`src/rtl/wdt_pkg.sv`:
```
package wdt_pkg;
   localparam int CTRL_W = 8;
   localparam int SEL_W  = 3;
   localparam int USER_W = CTRL_W - SEL_W;

   typedef enum logic {
      SRC_OSC  = 1'b0,
      SRC_ICLK = 1'b1
   } wdt_src_e;

   typedef struct packed {
      logic [USER_W-1:0] user;
      logic [SEL_W-1:0]  sel;
   } wdt_ctrl_t;
endpackage

```
`src/rtl/wdt_tick_src.sv`:
```
module wdt_tick_src
   import wdt_pkg::*;
#(
   parameter wdt_src_e SRC         = SRC_OSC,
   parameter int       SYNC_STAGES = 2,
   parameter int       ICLK_DIV    = 4
) (
   input  logic clk,
   input  logic rst_n,
   input  logic osc_in,
   input  logic halted,
   output logic tick
);
   localparam int DIV_W = (ICLK_DIV > 1) ? $clog2(ICLK_DIV) : 1;

   generate
      if (SYNC_STAGES < 2) begin : g_bad_sync
         $error("wdt_tick_src: SYNC_STAGES must be at least 2");
      end
      if (ICLK_DIV < 2) begin : g_bad_div
         $error("wdt_tick_src: ICLK_DIV must be at least 2");
      end

      if (SRC == SRC_OSC) begin : g_osc
         logic [SYNC_STAGES:0] shreg;
         logic                 unused_halted;
         assign unused_halted = halted;

         always_ff @(posedge clk or negedge rst_n) begin
            if (!rst_n) shreg <= '0;
            else        shreg <= {shreg[SYNC_STAGES-1:0], osc_in};
         end
         assign tick = shreg[SYNC_STAGES-1] & ~shreg[SYNC_STAGES];
      end else begin : g_iclk
         logic [DIV_W-1:0] phase;
         logic             unused_osc;
         assign unused_osc = osc_in;

         always_ff @(posedge clk or negedge rst_n) begin
            if (!rst_n) begin
               phase <= '0;
            end else if (!halted) begin
               if (phase == DIV_W'(ICLK_DIV - 1)) phase <= '0;
               else                               phase <= phase + 1'b1;
            end
         end
         assign tick = !halted && (phase == DIV_W'(ICLK_DIV - 1));
      end
   endgenerate
endmodule

```
`src/rtl/wdt_divchain.sv`:
```
module wdt_divchain
   import wdt_pkg::*;
#(
   parameter int FIX_BITS = 9
) (
   input  logic             clk,
   input  logic             rst_n,
   input  logic             tick,
   input  logic             clr,
   input  logic [SEL_W-1:0] sel,
   output logic             expire
);
   localparam int NTAP     = 1 << SEL_W;
   localparam int PRE_BITS = NTAP - 1;

   logic [FIX_BITS-1:0] fix_cnt;
   logic [PRE_BITS-1:0] pre_cnt;
   logic                carry;
   logic [NTAP-1:0]     tap;

   generate
      if (FIX_BITS < 1) begin : g_bad_fix
         $error("wdt_divchain: FIX_BITS must be at least 1");
      end
   endgenerate

   assign carry = tick & (&fix_cnt);

   generate
      for (genvar k = 0; k < NTAP; k++) begin : g_tap
         if (k == 0) begin : g_first
            assign tap[k] = 1'b1;
         end else begin : g_rest
            assign tap[k] = &pre_cnt[k-1:0];
         end
      end
   endgenerate

   assign expire = carry & tap[sel];

   always_ff @(posedge clk or negedge rst_n) begin
      if (!rst_n) begin
         fix_cnt <= '0;
      end else if (clr) begin
         fix_cnt <= '0;
      end else if (tick) begin
         fix_cnt <= fix_cnt + 1'b1;
      end
   end

   always_ff @(posedge clk or negedge rst_n) begin
      if (!rst_n) begin
         pre_cnt <= '0;
      end else if (clr || expire) begin
         pre_cnt <= '0;
      end else if (carry) begin
         pre_cnt <= pre_cnt + 1'b1;
      end
   end
endmodule

```
`src/rtl/wdt_ctrl_reg.sv`:
```
module wdt_ctrl_reg
   import wdt_pkg::*;
#(
   parameter int          ADDR_W   = 7,
   parameter logic [6:0]  REG_ADDR = 7'h09,
   parameter logic [7:0]  CTRL_RST = 8'h07
) (
   input  logic              clk,
   input  logic              rst_n,
   input  logic [ADDR_W-1:0] bus_addr,
   input  logic              bus_wr,
   input  logic [CTRL_W-1:0] bus_wdata,
   output logic [CTRL_W-1:0] bus_rdata,
   output wdt_ctrl_t         ctrl
);
   logic hit;

   generate
      if (ADDR_W < 7) begin : g_bad_addr
         $error("wdt_ctrl_reg: ADDR_W must be at least 7");
      end
   endgenerate

   assign hit = (bus_addr == ADDR_W'(REG_ADDR));

   always_ff @(posedge clk or negedge rst_n) begin
      if (!rst_n)             ctrl <= wdt_ctrl_t'(CTRL_RST);
      else if (bus_wr && hit) ctrl <= wdt_ctrl_t'(bus_wdata);
   end

   assign bus_rdata = hit ? CTRL_W'(ctrl) : '0;
endmodule

```
`src/rtl/wdt_top.sv`:
```
module wdt_top
   import wdt_pkg::*;
#(
   parameter bit          WDT_EN   = 1'b1,
   parameter wdt_src_e    SRC      = SRC_OSC,
   parameter int          FIX_BITS = 9,
   parameter int          ADDR_W   = 7,
   parameter logic [6:0]  REG_ADDR = 7'h09,
   parameter logic [7:0]  CTRL_RST = 8'h07
) (
   input  logic              clk,
   input  logic              rst_n,
   input  logic              osc_in,
   input  logic              halted,
   input  logic              halt_exec,
   input  logic              clr_wdt,
   input  logic              clr_to,
   input  logic [ADDR_W-1:0] bus_addr,
   input  logic              bus_wr,
   input  logic [7:0]        bus_wdata,
   output logic [7:0]        bus_rdata,
   output logic              chip_rst_req,
   output logic              warm_rst_req,
   output logic              to_flag
);
   wdt_ctrl_t ctrl;
   logic      expire;
   logic      cnt_clr;

   assign cnt_clr = clr_wdt | halt_exec;

   wdt_ctrl_reg #(
      .ADDR_W  (ADDR_W),
      .REG_ADDR(REG_ADDR),
      .CTRL_RST(CTRL_RST)
   ) u_reg (
      .clk      (clk),
      .rst_n    (rst_n),
      .bus_addr (bus_addr),
      .bus_wr   (bus_wr),
      .bus_wdata(bus_wdata),
      .bus_rdata(bus_rdata),
      .ctrl     (ctrl)
   );

   generate
      if (WDT_EN) begin : g_on
         logic tick;

         wdt_tick_src #(.SRC(SRC)) u_src (
            .clk   (clk),
            .rst_n (rst_n),
            .osc_in(osc_in),
            .halted(halted),
            .tick  (tick)
         );

         wdt_divchain #(.FIX_BITS(FIX_BITS)) u_chain (
            .clk   (clk),
            .rst_n (rst_n),
            .tick  (tick),
            .clr   (cnt_clr),
            .sel   (ctrl.sel),
            .expire(expire)
         );
      end else begin : g_off
         logic unused_in;
         assign unused_in = ^{osc_in, cnt_clr, ctrl.sel};
         assign expire    = 1'b0;
      end
   endgenerate

   always_ff @(posedge clk or negedge rst_n) begin
      if (!rst_n) begin
         chip_rst_req <= 1'b0;
         warm_rst_req <= 1'b0;
      end else begin
         chip_rst_req <= expire & ~halted;
         warm_rst_req <= expire &  halted;
      end
   end

   always_ff @(posedge clk or negedge rst_n) begin
      if (!rst_n)                  to_flag <= 1'b0;
      else if (expire && !halted)  to_flag <= 1'b1;
      else if (clr_to)             to_flag <= 1'b0;
   end
endmodule

```
`config.mk`:
```
export PLATFORM = sky130hd
export DESIGN_NAME = wdt_top
export DESIGN_NICKNAME = d
export VERILOG_FILES = /design/src/rtl/wdt_pkg.sv /design/src/rtl/wdt_tick_src.sv /design/src/rtl/wdt_divchain.sv /design/src/rtl/wdt_ctrl_reg.sv /design/src/rtl/wdt_top.sv
export SDC_FILE = /design/constraint.sdc
export NUM_CORES = 1
export LEC_CHECK = 0
export CAP_MARGIN = 20
export CORE_MARGIN = 10
export CORE_UTILIZATION = 35
export CTS_CLUSTER_SIZE = 28
export DETAILED_ROUTE_END_ITERATION = 10
export DONT_BUFFER_PORTS = 1
export GPL_TIMING_DRIVEN = 0
export HOLD_SLACK_MARGIN = 0.05
export PLACE_DENSITY = 0.51
export SKIP_CTS_REPAIR_TIMING = 1
export SYNTH_ARGS = -nofsm -noshare
export SYNTH_HDL_FRONTEND = slang
export SYNTH_SLANG_ARGS = --single-unit
export TNS_END_PERCENT = 30
```
`constraint.sdc`:
```
create_clock -name clk -period 2.2 [get_ports clk]
set_input_delay 0.44 -clock clk [delete_from_list [all_inputs] [get_ports clk]]
set_output_delay 0.44 -clock clk [all_outputs]
set_load 0.01 [all_outputs]
```
==> out/qor.csv <==
stage;metric;value;unit
global_route;initial antenna violation count;0;
synth;cell count after synthesis;138;
synth;synth top area cells;dfrtp_1 (44%), mux2_2 (5.9%), dfstp_2 (5.2%), ha_1 (4.1%), and2_2 (3.9%);
die;core area;4120;um2
die;# rows;23;
critical_path;r2r startpoint;g_on.u_chain.fix_cnt[2]$_DFFE_PN0P_;
route;vias per cell;5.31;
timing;Slew Limit Fails;0;
route;drt drc;0;
global_route;GR Util All Layers;0.0856;
synth;Mapped Area;1520;um2
timing;final setup vio count;0;
min_path;worst min path class;in2reg;
final_layout;fin cells;199;
synth;Synthesis Warnings;0;
placement;GP Congestion;0.795;
timing;Max transition margin;0.695;
critical_path;critical path endpoint category;output port;
global_route;grt ovf;0;
critical_path;R2R cell count;6;
critical_path;CP required;1760;ps
die;Die Ht;86.0;um
synth;Syn Nets;166;
clock_tree;CTS tree;yes;
synth;ys flop type;dfrtp_1;
critical_path;FF-to-FF End;g_on.u_chain.pre_cnt[3]$_DFFE_PN0P_;
final_layout;Net count, final;176;
synth;Avg Cell Area, Syn;11.0;um2
route;final wirelength;3160;um
status;status;complete, no violations;
job;maxcap violations;0;
synth;#FFs+latches synth;30;
route;ANT nets after route;0;
clock_tree;Num Clock Sinks;30;
final_layout;share of cells above drive strength 1;0.215;
timing;part of the cycle the worst path needs;0.937;
synth;Post-synth EDFFs;0;
pwr;VDD IR max;0.000361;V
global_route;first-pass GRT wire length;5110;um
clock_tree;Root Driver;clkbuf_8;
critical_path;r2r setup slk;150;ps
die;Initial Util;0.370;
synth;sequential share of the synthesized area;0.495;
route;Starting DRT DRC Count;61;
critical_path;worst path arrival time;1620;ps
placement;Post-Place Cells;188;
clock_tree;Max Root-Sink Buffers;2;
clock_tree;clk_lat worst skew;280;ps
critical_path;CP peak stage delay;540;ps
pwr;pwr dens;643;nW/um2
timing;Final Critical Period;2060;ps
critical_path;worst-path maximum fanout;9;
timing;RSZ-0062 raised after global routing;no;
die;die area;7390;um2
timing;Max Fclk;0.485;GHz
timing;final setup TNS;0;ps
final_layout;fillers;392;
clock_tree;H-tree Lvls;2;
synth;async set or reset register ratio after synthesis;1.00;
synth;Post-synth top cells;dfrtp_1 (27), nor2_1 (12), nand2_1 (10);
synth;top cell type by total area after synthesis;dfrtp_1;
final_layout;Antenna Cells;0;
critical_path;beginning of the critical path;bus_addr[5];
synth;most frequent cell after synthesis;dfrtp_1;
placement;IO buf count;0;
timing;Fin Clk Skew;5.27;ps
synth;Synth top area share;0.444;
critical_path;CP endpoint;bus_rdata[5];
critical_path;worst setup path class;in2out;
critical_path;slowest CP cell;or4b_4;
global_route;vias in the first global route;1055;
critical_path;crit path cell chain;or4b_4, nor4b_4, buf_4, and2_2;
timing;Final Hold Vio Count;0;
route;post-DR wirelength/cell;15.9;um
global_route;pin count of the biggest net entering global routing;31;
final_layout;synth-to-layout area growth;12.6;%
clock_tree;CTS Buf Count;5;
route;Initial DRT Pass Iterations;4;
timing;Tightest Pin Transition;458;ps
die;Die Width;86.0;um
placement;HPWL after detailed placement;2350;um
pwr;LEAKAGE;0.771;nW
synth;Unique masters post-synth;38;
clock_tree;CTS clk-pin slew, worst paths;60;ps
route;DR vias;1057;
die;I/O Pins;34;
critical_path;CP Launch Type;input pin;
==> cells in the final DEF (no fill, tap or decap), types with 3 or more instances in the layout <==
master / netlist / routed
and2_2: 8 / 8
nand3_1: 6 / 6
mux2_2: 8 / 8
mux2i_1: 3 / 3
dfstp_2: 3 / 3
clkbuf_8: 0 / 6
nor2_1: 12 / 12
ha_1: 5 / 5
or3_1: 3 / 3
dfrtp_1: 27 / 27
clkbuf_1: 4 / 5
o21ai_0: 6 / 6
and4_1: 3 / 3
nand2_1: 10 / 10
xor2_1: 6 / 6
==> critical path, delay by kind of cell <==
| family | cells | cell delay, ps |
|---|---|---|
| buffers and inverters | 1 | 190 |
| and+or+nand+nor | 3 | 990 |
==> metal layers <==
layer / track usage / wire, um / vias up
met2: 0.136 / 1490 / 24
met5: 0 / 0 / -
met3: 0.0397 / 235 / 5
met4: 0.0404 / 47 / 0
li1: - / - / 514
met1: 0.0948 / 1390 / 514
==> layout make-up <==
class | count | area [um2] | share of cell area
multi-input combinational | 102 | 746 | 0.435
clock inverter | 1 | 5.00 | 0.00292
buffer | 4 | 15.0 | 0.00876
clock buffer | 7 | 86.3 | 0.0504
timing repair buffer | 3 | 37.5 | 0.0219
tap | 50 | 62.6 | 0.0365
sequential | 30 | 754 | 0.440
inverter | 2 | 7.51 | 0.00438
==> registers in the layout (all words and copies together) (netlist names) <==
name,flops
u_reg.ctrl,8
g_on.u_src.g_osc.shreg,3
g_on.u_chain.fix_cnt,9
to_flag,1
warm_rst_req,1
g_on.u_chain.pre_cnt,7
chip_rst_req,1
==> where the power goes <==
group	switching [W]	internal, W
sequential	0.0000114	0.000571
combinational	0.0000426	0.0000311
clock	0.000195	0.000252
total	0.000249	0.000854
==> metrics by stage <==
stage           util  total power, W  instance area [um2]  setup slack, ps  hold WS (ps)
2_1_floorplan      -        0.000636                 1520              180           144
6_report       0.417         0.00110                 1710              139           193
3_5_place_dp   0.385        0.000650                 1590             62.2           146
3_3_place_gp   0.385        0.000647                 1590             79.5           146
5_1_grt        0.417         0.00116                 1710             57.5           178
4_1_cts        0.407         0.00111                 1680             59.3          -161
==> how the worst min path moves through the flow <==
stage / from / endpoint / depth (start not counted)
after floorplan: rst_n / chip_rst_req$_DFF_PN0_ / 0
after global placement: rst_n / g_on.u_src.g_osc.shreg[0]$_DFF_PN0_ / 0
after detailed placement: rst_n / chip_rst_req$_DFF_PN0_ / 0
after CTS: rst_n / g_on.u_chain.pre_cnt[1]$_DFFE_PN0P_ / 0
after global routing: osc_in / g_on.u_src.g_osc.shreg[0]$_DFF_PN0_ / 0
final: osc_in / g_on.u_src.g_osc.shreg[0]$_DFF_PN0_ / 0
==> cell families (layout without fill, tap and decap cells) <==
logic type | after synthesis | after routing | share of synthesized area
buffers and inverters | 6 | 17 | 0.0148
muxes | 11 | 11 | 0.0789
AOI/OAI and AO/OA | 18 | 18 | 0.0814
and+or+nand+nor | 61 | 61 | 0.248
DFF | 30 | 30 | 0.495
adders and majority gates | 5 | 5 | 0.0411
xor gates and xnor gates | 7 | 7 | 0.0403
No activity file was read; power rests on OpenSTA's default activity.
